**config.mk**
```make
export PLATFORM = sky130hd
export DESIGN_NAME = sio_xcvr
export DESIGN_NICKNAME = d
export VERILOG_FILES = /design/src/rtl/sio_pkg.sv /design/src/rtl/sio_bit_timer.sv /design/src/rtl/sio_edge_sync.sv /design/src/rtl/sio_tx.sv /design/src/rtl/sio_rx.sv /design/src/rtl/sio_xcvr.sv
export SDC_FILE = /design/constraint.sdc
export NUM_CORES = 1
export LEC_CHECK = 0
export ABC_AREA = 0
export BUFFER_PORTS_ARGS = -buffer_cell sky130_fd_sc_hd__buf_4
export CAP_MARGIN = 20
export CORE_ASPECT_RATIO = 0.8
export CORE_MARGIN = 2
export CORE_UTILIZATION = 45
export CTS_BUF_LIST = sky130_fd_sc_hd__clkbuf_8
export DETAILED_ROUTE_END_ITERATION = 10
export HOLD_SLACK_MARGIN = 0.02
export SLEW_MARGIN = 30
export SYNTH_ARGS = -nofsm -noshare
export SYNTH_HDL_FRONTEND = slang
export SYNTH_SLANG_ARGS = --single-unit
```
**constraint.sdc**
```tcl
create_clock -name clk -period 3.9 [get_ports clk]
set_input_delay 0.39 -clock clk [delete_from_list [all_inputs] [get_ports clk]]
set_output_delay 0.39 -clock clk [all_outputs]
set_load 0.05 [all_outputs]
```
**src/rtl/sio_pkg.sv**
```systemverilog
package sio_pkg;

    // Start and stop bits added around every data word.
    localparam int SIO_FRAME_EXTRA = 2;

    typedef enum logic [1:0] {
        RX_IDLE  = 2'd0,
        RX_START = 2'd1,
        RX_DATA  = 2'd2,
        RX_STOP  = 2'd3
    } rx_state_e;

endpackage

```
**src/rtl/sio_bit_timer.sv**
```systemverilog
// Rate timer: square-wave bit clock, level flips every (div_i+1) cycles.
// tick_o announces that lvl_o flips at the coming edge.
module sio_bit_timer #(
    parameter int DIV_W = 8
) (
    input  logic             clk,
    input  logic             rst_n,
    input  logic             run_i,
    input  logic             restart_i,
    input  logic [DIV_W-1:0] div_i,
    output logic             lvl_o,
    output logic             tick_o
);

    typedef struct packed {
        logic [DIV_W-1:0] cnt;
        logic             lvl;
    } tmr_state_t;

    tmr_state_t cur_q, nxt_d;

    always_comb begin
        nxt_d = cur_q;
        if (restart_i || !run_i) begin
            nxt_d.cnt = div_i;
            nxt_d.lvl = 1'b1;
        end else if (cur_q.cnt == '0) begin
            nxt_d.cnt = div_i;
            nxt_d.lvl = ~cur_q.lvl;
        end else begin
            nxt_d.cnt = cur_q.cnt - 1'b1;
        end
    end

    always_ff @(posedge clk or negedge rst_n) begin
        if (!rst_n) begin
            cur_q     <= '0;
            cur_q.lvl <= 1'b1;
        end else begin
            cur_q <= nxt_d;
        end
    end

    assign lvl_o  = cur_q.lvl;
    assign tick_o = run_i && !restart_i && (cur_q.cnt == '0);

    // an announced toggle really flips the clock level
    a_r13_tick_flips: assert property (@(posedge clk) disable iff (!rst_n)
        tick_o |=> (lvl_o != $past(lvl_o)));

endmodule

```
**src/rtl/sio_edge_sync.sv**
```systemverilog
// Synchronizer for a pin: level after STAGES flops, tick_o when it is about to change.
module sio_edge_sync #(
    parameter int   STAGES  = 2,
    parameter logic RST_VAL = 1'b0
) (
    input  logic clk,
    input  logic rst_n,
    input  logic pin_i,
    output logic lvl_o,
    output logic tick_o
);

    logic [STAGES-1:0] sh_q, sh_d;

    always_comb begin
        sh_d = {sh_q[STAGES-2:0], pin_i};
    end

    always_ff @(posedge clk or negedge rst_n) begin
        if (!rst_n) sh_q <= {STAGES{RST_VAL}};
        else        sh_q <= sh_d;
    end

    assign lvl_o  = sh_q[STAGES-1];
    assign tick_o = sh_q[STAGES-2] ^ sh_q[STAGES-1];

    // the synchronized level follows the stage ahead of it
    a_r11_follow: assert property (@(posedge clk) disable iff (!rst_n)
        tick_o |=> (lvl_o != $past(lvl_o)));

endmodule

```
**src/rtl/sio_tx.sv**
```systemverilog
module sio_tx
    import sio_pkg::*;
#(
    parameter int DATA_W = 8
) (
    input  logic              clk,
    input  logic              rst_n,
    input  logic              rise_i,
    input  logic              wr_i,
    input  logic [DATA_W-1:0] data_i,
    input  logic              force_i,
    output logic              sout_o,
    output logic              idle_o,
    output logic              need_o
);

    localparam int FRAME_W = DATA_W + SIO_FRAME_EXTRA;
    localparam int CNT_W   = $clog2(FRAME_W);

    typedef struct packed {
        logic [DATA_W-1:0]  hold;
        logic               hold_full;
        logic [FRAME_W-1:0] shreg;
        logic [CNT_W-1:0]   left;
        logic               active;
        logic               line;
        logic               need;
    } tx_state_t;

    tx_state_t cur_q, nxt_d;

    always_comb begin
        nxt_d      = cur_q;
        nxt_d.need = 1'b0;
        if (rise_i) begin
            if (cur_q.active && (cur_q.left != '0)) begin
                nxt_d.shreg = {1'b1, cur_q.shreg[FRAME_W-1:1]};
                nxt_d.line  = cur_q.shreg[1];
                nxt_d.left  = cur_q.left - 1'b1;
            end else if (cur_q.hold_full) begin
                nxt_d.shreg     = {1'b1, cur_q.hold, 1'b0};
                nxt_d.line      = 1'b0;
                nxt_d.left      = CNT_W'(FRAME_W - 1);
                nxt_d.active    = 1'b1;
                nxt_d.hold_full = 1'b0;
                nxt_d.need      = 1'b1;
            end else begin
                nxt_d.active = 1'b0;
                nxt_d.line   = 1'b1;
            end
        end
        if (wr_i) begin
            nxt_d.hold      = data_i;
            nxt_d.hold_full = 1'b1;
        end
    end

    always_ff @(posedge clk or negedge rst_n) begin
        if (!rst_n) begin
            cur_q      <= '0;
            cur_q.line <= 1'b1;
        end else begin
            cur_q <= nxt_d;
        end
    end

    assign sout_o = force_i ? 1'b0 : cur_q.line;
    assign idle_o = !cur_q.active;
    assign need_o = cur_q.need;

    // the line only moves at a rising bit-clock edge
    a_r2_line_on_rise: assert property (@(posedge clk) disable iff (!rst_n)
        !$stable(cur_q.line) |-> $past(rise_i));
    // a handoff happens only at a rising edge
    a_r4_need_on_rise: assert property (@(posedge clk) disable iff (!rst_n)
        need_o |-> $past(rise_i));
    // after a handoff the shift register is busy
    a_r5_busy_after_load: assert property (@(posedge clk) disable iff (!rst_n)
        need_o |-> !idle_o);
    // break holds the output low
    a_r9_break_low: assert property (@(posedge clk) disable iff (!rst_n)
        (force_i && $past(force_i)) |-> !sout_o);

endmodule

```
**src/rtl/sio_rx.sv**
```systemverilog
module sio_rx
    import sio_pkg::*;
#(
    parameter int DATA_W = 8
) (
    input  logic              clk,
    input  logic              rst_n,
    input  logic              strobe_i,
    input  logic              bit_i,
    input  logic              start_i,
    input  logic              async_i,
    input  logic              ack_i,
    input  logic              clr_i,
    output logic [DATA_W-1:0] data_o,
    output logic              ready_o,
    output logic              pending_o,
    output logic              active_o,
    output logic              busy_n_o,
    output logic              ovr_n_o,
    output logic              ferr_n_o
);

    localparam int CNT_W = (DATA_W > 1) ? $clog2(DATA_W) : 1;

    typedef struct packed {
        rx_state_e         st;
        logic [DATA_W-1:0] shreg;
        logic [CNT_W-1:0]  cnt;
        logic [DATA_W-1:0] hold;
        logic              pending;
        logic              ready;
        logic              ovr_n;
        logic              ferr_n;
    } rx_state_t;

    rx_state_t cur_q, nxt_d;

    always_comb begin
        nxt_d       = cur_q;
        nxt_d.ready = 1'b0;
        if (ack_i) nxt_d.pending = 1'b0;
        if (clr_i) begin
            nxt_d.ovr_n  = 1'b1;
            nxt_d.ferr_n = 1'b1;
        end
        unique case (cur_q.st)
            RX_IDLE: begin
                if (async_i) begin
                    if (start_i) nxt_d.st = RX_START;
                end else if (strobe_i && !bit_i) begin
                    nxt_d.st  = RX_DATA;
                    nxt_d.cnt = '0;
                end
            end
            RX_START: begin
                if (strobe_i) begin
                    nxt_d.st  = bit_i ? RX_IDLE : RX_DATA;
                    nxt_d.cnt = '0;
                end
            end
            RX_DATA: begin
                if (strobe_i) begin
                    nxt_d.shreg = {bit_i, cur_q.shreg[DATA_W-1:1]};
                    if (cur_q.cnt == CNT_W'(DATA_W - 1)) nxt_d.st = RX_STOP;
                    else                                  nxt_d.cnt = cur_q.cnt + 1'b1;
                end
            end
            RX_STOP: begin
                if (strobe_i) begin
                    nxt_d.st      = RX_IDLE;
                    nxt_d.hold    = cur_q.shreg;
                    nxt_d.ready   = 1'b1;
                    nxt_d.pending = 1'b1;
                    if (!bit_i)        nxt_d.ferr_n = 1'b0;
                    if (cur_q.pending) nxt_d.ovr_n  = 1'b0;
                end
            end
            default: nxt_d.st = RX_IDLE;
        endcase
    end

    always_ff @(posedge clk or negedge rst_n) begin
        if (!rst_n) begin
            cur_q        <= '0;
            cur_q.st     <= RX_IDLE;
            cur_q.ovr_n  <= 1'b1;
            cur_q.ferr_n <= 1'b1;
        end else begin
            cur_q <= nxt_d;
        end
    end

    assign data_o    = cur_q.hold;
    assign ready_o   = cur_q.ready;
    assign pending_o = cur_q.pending;
    assign active_o  = (cur_q.st != RX_IDLE);
    assign busy_n_o  = (cur_q.st == RX_IDLE);
    assign ovr_n_o   = cur_q.ovr_n;
    assign ferr_n_o  = cur_q.ferr_n;

    // a stored byte is always pending
    a_r6_ready_pending: assert property (@(posedge clk) disable iff (!rst_n)
        ready_o |-> pending_o);
    // completion over a pending byte flags overrun
    a_r7_overrun: assert property (@(posedge clk) disable iff (!rst_n)
        (ready_o && $past(pending_o)) |-> !ovr_n_o);
    // status strobe restores the flags when no frame completes
    a_r8_clear: assert property (@(posedge clk) disable iff (!rst_n)
        ($past(clr_i) && !ready_o) |-> (ovr_n_o && ferr_n_o));
    // busy ends with the stop-bit sample
    a_r12_busy_end: assert property (@(posedge clk) disable iff (!rst_n)
        ready_o |-> busy_n_o);

endmodule

```
**src/rtl/sio_xcvr.sv**
```systemverilog
module sio_xcvr #(
    parameter int DATA_W      = 8,
    parameter int DIV_W       = 8,
    parameter int SYNC_STAGES = 2
) (
    input  logic              clk,
    input  logic              rst_n,
    input  logic [DIV_W-1:0]  rate_div,
    input  logic              use_ext_clk,
    input  logic              async_rx,
    input  logic              bclk_in,
    output logic              bclk_out,
    output logic              bclk_oe,
    input  logic              sin,
    output logic              sout,
    input  logic              force_break,
    input  logic              tx_wr,
    input  logic [DATA_W-1:0] tx_byte,
    output logic [DATA_W-1:0] rx_byte,
    input  logic              rx_ack,
    input  logic              stat_clr,
    output logic              tx_need_p,
    output logic              tx_idle,
    output logic              rx_ready_p,
    output logic              rx_pending,
    output logic              sin_level,
    output logic              rx_busy_n,
    output logic              rx_ovr_n,
    output logic              rx_ferr_n
);

    logic ext_lvl, ext_tick;
    logic sin_tick;
    logic txt_lvl, txt_tick;
    logic rxt_lvl, rxt_tick;
    logic rx_active;
    logic sin_fall, rx_restart, rx_run;
    logic tx_rise, rx_strobe;

    sio_edge_sync #(.STAGES(SYNC_STAGES), .RST_VAL(1'b0)) u_clk_sync (
        .clk(clk), .rst_n(rst_n), .pin_i(bclk_in), .lvl_o(ext_lvl), .tick_o(ext_tick)
    );

    sio_edge_sync #(.STAGES(SYNC_STAGES), .RST_VAL(1'b1)) u_sin_sync (
        .clk(clk), .rst_n(rst_n), .pin_i(sin), .lvl_o(sin_level), .tick_o(sin_tick)
    );

    // Transmit timer runs freely; receive timer may be held and restarted.
    sio_bit_timer #(.DIV_W(DIV_W)) u_tx_timer (
        .clk(clk), .rst_n(rst_n), .run_i(1'b1), .restart_i(1'b0),
        .div_i(rate_div), .lvl_o(txt_lvl), .tick_o(txt_tick)
    );

    assign sin_fall   = sin_tick && sin_level;
    assign rx_restart = async_rx && !rx_active && sin_fall;
    assign rx_run     = !async_rx || rx_active || rx_restart;

    sio_bit_timer #(.DIV_W(DIV_W)) u_rx_timer (
        .clk(clk), .rst_n(rst_n), .run_i(rx_run), .restart_i(rx_restart),
        .div_i(rate_div), .lvl_o(rxt_lvl), .tick_o(rxt_tick)
    );

    assign tx_rise   = use_ext_clk ? (ext_tick && !ext_lvl) : (txt_tick && !txt_lvl);
    assign rx_strobe = (use_ext_clk && !async_rx) ? (ext_tick && ext_lvl)
                                                  : (rxt_tick && rxt_lvl);

    assign bclk_out = use_ext_clk ? ext_lvl : txt_lvl;
    assign bclk_oe  = !use_ext_clk;

    sio_tx #(.DATA_W(DATA_W)) u_tx (
        .clk(clk), .rst_n(rst_n), .rise_i(tx_rise), .wr_i(tx_wr), .data_i(tx_byte),
        .force_i(force_break), .sout_o(sout), .idle_o(tx_idle), .need_o(tx_need_p)
    );

    sio_rx #(.DATA_W(DATA_W)) u_rx (
        .clk(clk), .rst_n(rst_n), .strobe_i(rx_strobe), .bit_i(sin_level),
        .start_i(rx_restart), .async_i(async_rx), .ack_i(rx_ack), .clr_i(stat_clr),
        .data_o(rx_byte), .ready_o(rx_ready_p), .pending_o(rx_pending),
        .active_o(rx_active), .busy_n_o(rx_busy_n), .ovr_n_o(rx_ovr_n),
        .ferr_n_o(rx_ferr_n)
    );

    // the pin is driven only when the internal clock is selected
    a_r13_pin_dir: assert property (@(posedge clk) disable iff (!rst_n)
        use_ext_clk |-> !bclk_oe);
    // while asynchronous and idle, the receive clock is parked high
    a_r10_parked: assert property (@(posedge clk) disable iff (!rst_n)
        (async_rx && $past(async_rx) && !rx_active && $past(!rx_active && !rx_restart))
            |-> rxt_lvl);

endmodule

```
==> results.yml, run 1 <==
global_route:
  grt_pass1_vias: 2062
  grt_use_total_pct: 16.8
  grt_overflow: 0
  antenna_found_initial: 0
  grt_pass1_wl_um: 10400
  grt_max_degree: 73
floorplanning:
  coreArea_um2: 6960
  rows: 27
  die_y_um: 80.2
  dieArea_um2: 7960
  dieWidth_um: 99.2
  ios: 45
  start_util_pct: 46.9
status:
  run_status: "finished clean"
sta:
  finalHoldViolCount: 0
  rsz0062_at_grt: "false"
  min_period_over_period_pct: 58.1
  final.min_clock_period_ns: 2.26
  finClkSkew_ns: 0.00824
  tns_ns: 0
  slew_headroom_pct: 56.7
  slew_viol_final: 0
  fmax_mhz: 442
  worst_slew_pin_slew_ns: 0.650
  finalSetupViolCount: 0
power_and_ir_drop:
  comb_power_share_pct: 29.1
  power_frac_seq_pct: 47.5
  internal_power_uw: 1440
  power_leakage_uw: 0.00178
  swShare_pct: 34.8
  powerDensity_nw_per_um2: 586
  p_total_uw: 2210
  p_clk_share_pct: 23.4
  irDropWorstVdd_mv: 0.266
  p_switching_uw: 770
clock_tree:
  htree_levels: 3
  cts_buffers: 9
  post_cts_resized: 0
  cts.clk_slew.worst_paths_ns: 0.07
  clockRootBuffer: "clkbuf_8"
  cts_setup_buffers: 0
  clockBufferDepth: 2
  cts_hold_buf: 0
  cts.sinks: 72
  cts_tree: "built"
  worstSkewPairLatency_ns: 0.35
placed_design:
  dp_cells: 391
  place_congestion: 0.782
  port_buffers: 44
  dpl.hpwl_um: 4100
yosys:
  netlist_area_um2: 3270
  synth.yosys.seq_area_share_pct: 55.4
  synth_enable_flop_cells: 0
  avgSynthCellArea_um2: 11.8
  syn-instance-count: 276
  async_reset_ff_share_pct: 100
  syn_nets: 309
  synth.distinct_cells: 47
  ys_ff_latch: 72
  yosysWarnings: 0
  synth_top_flop_cell: "dfrtp_1"
critical_path:
  crit_arrival_ns: 2.49
  critPathSlowestCell: "or3b_1"
  cpPeakStageDelay_ns: 0.50
  startpoint_type: "flop"
  crit_chain: "inv_1 -> ha_1 -> or3b_1 -> nor2_8 -> a32o_1 -> a31oi_1 -> o22a_1"
  cp.required_ns: 4.13
  worst_r2r_endpoint: "u_tx.cur_q[6]"
  reg2reg_depth: 7
  critPathCaptureType: "flop"
  worstReg2RegStart: "u_tx_timer.cur_q[1]"
  cp_max_fo: 11
  crit_type: "flop to flop"
  r2r_slack_ns: 1.64
route:
  drcViolationCount: 0
  vias: 2142
  wirelength_um: 6000
  postRouteAntennaNets: 0
  wl_per_cell_um: 14.7
  drt_iter0_drc: 102
  drtPass1Iterations: 4
  viasPerCell: 5.26
final_layout:
  final_cells: 407
  drive_gt1_share_pct: 31.9
  final_util_pct: 54.2
  finalNetCount: 348
  area_growth_pct: 15.6
  n_antenna_cell: 0
worst_hold_path:
  hp-class: "input port to async pin"
flow_run:
  cap_violations: 0
-- logic make-up after synthesis --
logic type,after synthesis,synth area share (%)
flip-flops,72,55.4
AND/OR/NAND/NOR,68,11.5
AO/OA/AOI/OAI,66,13.9
buffers and inverters,29,4.90
multiplexers,27,9.77
XOR/XNOR,7,1.88
adder cells (fa/ha/maj),7,2.68
-- layer usage --
layer,vias up,wire length [um],track usage (%)
li1,1065,-,-
met1,1028,3150,25.7
met2,44,2510,22.3
met3,5,295,4.44
met4,0,53,6.99
met5,-,0,0
-- flip-flops by register name, indices dropped and copies added (netlist names), 2 cells and up --
name	count
u_rx.cur_q	13
u_rx.data_o	8
u_sin_sync.sh_q	2
u_tx.cur_q	24
u_rx_timer.cur_q	8
u_tx_timer.cur_q	8
u_clk_sync.sh_q	2
-- cell usage after synthesis, types with 7 or more instances --
cell type	count	area share [%]
dfrtp_1	65	50
nand2_1	20	2.3
mux2_2	23	7.9
dfstp_2	7	5.6
a21oi_1	10	1.5
o22ai_1	8	1.5
o21ai_0	21	3.2
buf_4	10	2.3
nor2_1	16	1.8
a2bb2oi_1	8	2.1
ha_1	7	2.7
inv_1	12	1.4
-- cell type report --
cell class / instances / area [um2]
fill: 608 / 3180
clock buffer: 10 / 138
inverter: 13 / 53.8
tap: 87 / 109
sequential: 72 / 1810
timing repair buffer: 44 / 334
multi-input combinational: 175 / 1290
clock inverter: 6 / 35.0
-- worst max-delay path: cells and delay by family (launching register included) --
kind | cells | cell delay [ns]
fa+ha+maj | 1 | 0.18
buf+inv | 1 | 0.08
compound gates | 3 | 0.77
simple gates | 2 | 0.73
flops | 1 | 0.39
-- metrics by stage --
stage                     area, um2  setup slack [ns]  hold slack [ns]
after global placement         3600              1.70            0.364
final                          3770              1.64           0.0408
after CTS                      3770              1.62            0.134
after detailed placement       3600              1.64            0.362
after global routing           3770              1.46           0.0620
after floorplan                3270              1.94           0.0944
-- power groups by stage --
stage | combinational [uW] | clock, uW | sequential, uW
2_1_floorplan | 499 | 0 | 1040
3_3_place_gp | 642 | 0 | 1070
3_5_place_dp | 644 | 0 | 1060
4_1_cts | 649 | 543 | 1050
5_1_grt | 725 | 572 | 1080
6_report | 643 | 518 | 1050
-- how the worst max path moves through the flow --
| stage | start | end | cells after the start |
|---|---|---|---|
| finish | u_tx_timer.cur_q[1] | u_tx.cur_q[6] | 7 |
| global route | u_tx_timer.cur_q[1] | u_tx.cur_q[6] | 7 |
| CTS | u_tx_timer.cur_q[1] | u_tx.cur_q[6] | 7 |
| detailed placement | u_tx_timer.cur_q[1] | u_tx.cur_q[6] | 7 |
| global placement | u_rx.cur_q[23] | u_rx.cur_q[20] | 5 |
| floorplan | u_tx_timer.cur_q[1] | u_tx.cur_q[17] | 9 |
-- layout by cell type, fill, tap and decap left out, types with 5 or more instances in the layout --
master     Yosys  final
buf_4         10     43
a21o_1         5      5
nand2_1       20     20
mux2_2        23     23
nand2b_1       6      6
dfrtp_1       65     65
o22ai_1        8      8
ha_1           7      7
a21oi_1       10     10
clkbuf_8       0     10
a2bb2oi_1      8      8
o21ai_0       21     21
inv_1         12     13
dfstp_2        7      7
nor2_1        16     16
(Power assumes the default switching activity.)
==> run 2, diff against run 1 <==
--- a/config.mk
+++ b/config.mk
@@ -5,7 +5,7 @@
 export SDC_FILE = /design/constraint.sdc
 export NUM_CORES = 1
 export LEC_CHECK = 0
-export ABC_AREA = 0
+export ABC_AREA = 1
 export BUFFER_PORTS_ARGS = -buffer_cell sky130_fd_sc_hd__buf_4
 export CAP_MARGIN = 20
 export CORE_ASPECT_RATIO = 0.8
==> constraint.sdc (replaced) <==
create_clock -name clk -period 2.1 [get_ports clk]
set_input_delay 0.21 -clock clk [delete_from_list [all_inputs] [get_ports clk]]
set_output_delay 0.21 -clock clk [all_outputs]
set_load 0.05 [all_outputs]
==> results.yml, run 2 <==
status:
  run_status: "finished clean"
route:
  viasPerCell: 4.77
  wl_per_cell_um: 11.6
  drt_iter0_drc: 90
  drcViolationCount: 0
  drtPass1Iterations: 4
  vias: 2525
  wirelength_um: 6130
  postRouteAntennaNets: 0
placed_design:
  dpl.hpwl_um: 4380
  placedInstanceArea_um2: 3740
  place_congestion: 0.792
  pre_cts_slack_ns: 0.240
  port_buffers: 44
sta:
  finClkSkew_ns: 0.00796
  finalHoldViolCount: 0
  finalSetupViolCount: 0
  rsz0062_at_grt: "false"
  slew_viol_final: 0
  slew_headroom_pct: 72.5
  fmax_mhz: 548
  final.min_clock_period_ns: 1.82
  min_period_over_period_pct: 86.9
  setup_ws_ns: 0.276
  worst_slew_pin_slew_ns: 0.413
  tns_ns: 0
floorplanning:
  die_y_um: 81.4
  coreArea_um2: 7320
  ios: 45
  dieWidth_um: 101
  start_util_pct: 46.0
  dieArea_um2: 8200
  rows: 28
final_layout:
  final_common_cell: "nand2_1"
  finalNetCount: 467
  stdcell_area_um2: 4010
  n_antenna_cell: 0
  area_growth_pct: 18.9
  final_cell_mix: "nand2_1 (89), dfrtp_1 (65), inv_1 (58)"
  regMostFlops: "u_tx.cur_q"
  drive_gt1_share_pct: 18.9
  top_regs: "u_tx.cur_q x24, u_rx.cur_q x13"
  largest_reg_flops: 24
  n_fill_cell: 680
critical_path:
  cp_max_fo: 16
  cpPeakStageDelay_ns: 0.38
  crit_type: "flop to flop"
  crit_chain: "inv_1 -> ha_1 -> inv_1 -> nor2_1 -> nand3_1 -> nor2_1 -> nand3_1 -> nand2_2 -> nand2_2 -> buf_4 -> nand2_1 -> o21ai_1"
  crit_arrival_ns: 2.05
  cp.required_ns: 2.32
  critPathSlowestCell: "dfrtp_1"
  startpoint_type: "flop"
  crit_family: "simple AND/OR/NAND/NOR gates"
  critPathCaptureType: "flop"
  critPathBufInv: 3
flow_run:
  cap_violations: 0
yosys:
  async_reset_ff_share_pct: 100
  yosysWarnings: 0
  synth_top_flop_cell: "dfrtp_1"
  syn_nets: 421
  netlist_top_cells_area: "dfrtp_1 (48%), nand2_1 (9.9%), o21ai_0 (7.0%), inv_1 (6.5%), dfstp_2 (5.5%)"
  netlist_area_um2: 3370
  synth_enable_flop_cells: 0
  ys_ff_latch: 72
  yosysMostFrequentCell: "nand2_1"
  synth.distinct_cells: 31
  netlist.area_leader.share_pct: 48.3
  avgSynthCellArea_um2: 8.68
  synth.yosys.seq_area_share_pct: 53.8
  yosys.area.top_type: "dfrtp_1"
  synth_common_cells: "nand2_1 (89), dfrtp_1 (65), inv_1 (58), o21ai_0 (47), nor2_1 (30)"
  syn-instance-count: 388
power_and_ir_drop:
  irDropWorstVdd_mv: 0.639
  powerDensity_nw_per_um2: 1100
  power_leakage_uw: 0.00197
  p_total_uw: 4410
global_route:
  grt_max_degree: 42
  grt_pass1_wl_um: 10900
  grt_use_total_pct: 17.0
  grt_overflow: 0
  antenna_found_initial: 0
  grt_pass1_vias: 2436
clock_tree:
  clockRootBuffer: "clkbuf_8"
  cts.clk_slew.worst_paths_ns: 0.08
  cts_tree: "built"
  cts.sinks: 72
  clockBufferDepth: 2
  cts_setup_buffers: 0
  cts_buffers: 9
  htree_levels: 3
  worstSkewPairLatency_ns: 0.35
worst_hold_path:
  hp-class: "input port to flop"
==> run 2: changes by cell type after synthesis, sizes merged, moves of 5 or more <==
| cell | before | now |
|---|---|---|
| inv | 13 | 58 |
| o21ai | 21 | 61 |
| a2bb2oi | 8 | 0 |
| nor2 | 18 | 32 |
| mux2 | 27 | 0 |
| nand3 | 3 | 18 |
| a21o | 6 | 0 |
| o22ai | 8 | 3 |
| nand2b | 6 | 0 |
| nand2 | 20 | 93 |
==> run 2: power by group <==
part | switching [uW] | leakage, uW | total, uW | internal, uW
registers | 177 | 0.000884 | 1860 | 1680
logic | 827 | 0.000967 | 1300 | 474
clock network | 517 | 0.000119 | 1250 | 732
==> run 2: final timing paths <==
check,slack [ns],endpoint,startpoint,depth (start not counted)
max in group asynchronous,1.15,u_tx_timer.lvl_o,rst_n,3
max reg2reg,0.28,u_tx.cur_q[9],u_tx_timer.cur_q[1],12
min,0.04,u_rx.pending_o,rx_ack,2
min in group asynchronous,0.34,u_rx.data_o[4],rst_n,2
max,0.28,u_tx.cur_q[9],u_tx_timer.cur_q[1],12
min reg2reg,0.38,u_sin_sync.sh_q[1],u_sin_sync.sh_q[0],0
==> run 2: cell families after synthesis <==
group	synth area share (%)
buf+inv	9.73
xor+xnor	2.60
compound gates	12.2
fa+ha+maj	2.60
simple gates	18.8
mux	0.297
flops	53.8
==> run 2: metrics by stage <==
| stage | util [%] | cells | hold WS, ns |
|---|---|---|---|
| 2_1_floorplan | - | 388 | -0.0856 |
| 3_3_place_gp | 51.1 | 510 | 0.180 |
| 3_5_place_dp | 51.1 | 510 | 0.181 |
| 4_1_cts | 54.7 | 529 | 0.0322 |
| 5_1_grt | 54.7 | 529 | 0.0541 |
| 6_report | 54.7 | 529 | 0.0448 |
==> run 2: timing repair <==
item / in CTS / in global routing
resized for setup: 0 / 1
endpoints found under the setup margin: 0 / 3
hold endpoints to repair: 30 / 0
hold buffers: 3 / 0
==> run 2: routing by layer <==
layer / up-vias / track usage, % / part of all wire [%]
li1: 1304 / - / -
met1: 1159 / 21.2 / 49
met2: 54 / 28.1 / 46
met3: 8 / 5.08 / 4.5
met4: 0 / 6.16 / 1.3
met5: - / 0 / 0
==> run 2: worst reg2reg max path, delay by kind of cell (launching register included) <==
family | cells | cell delay (ns)
AOI/OAI and AO/OA | 1 | 0.06
adders and majority gates | 1 | 0.14
buffers and inverters | 3 | 0.31
DFF | 1 | 0.38
and+or+nand+nor | 7 | 0.81
==> run 2: cell type report <==
cell class / count / area, um2 / share of cell area (%)
Clock inverter: 5 / 78.8 / 1.97
Timing Repair Buffer: 51 / 403 / 10.1
Sequential cell: 72 / 1810 / 45.2
Tap cell: 90 / 113 / 2.81
Multi-Input combinational cell: 242 / 1230 / 30.8
Clock buffer: 11 / 151 / 3.78
Inverter: 58 / 218 / 5.43
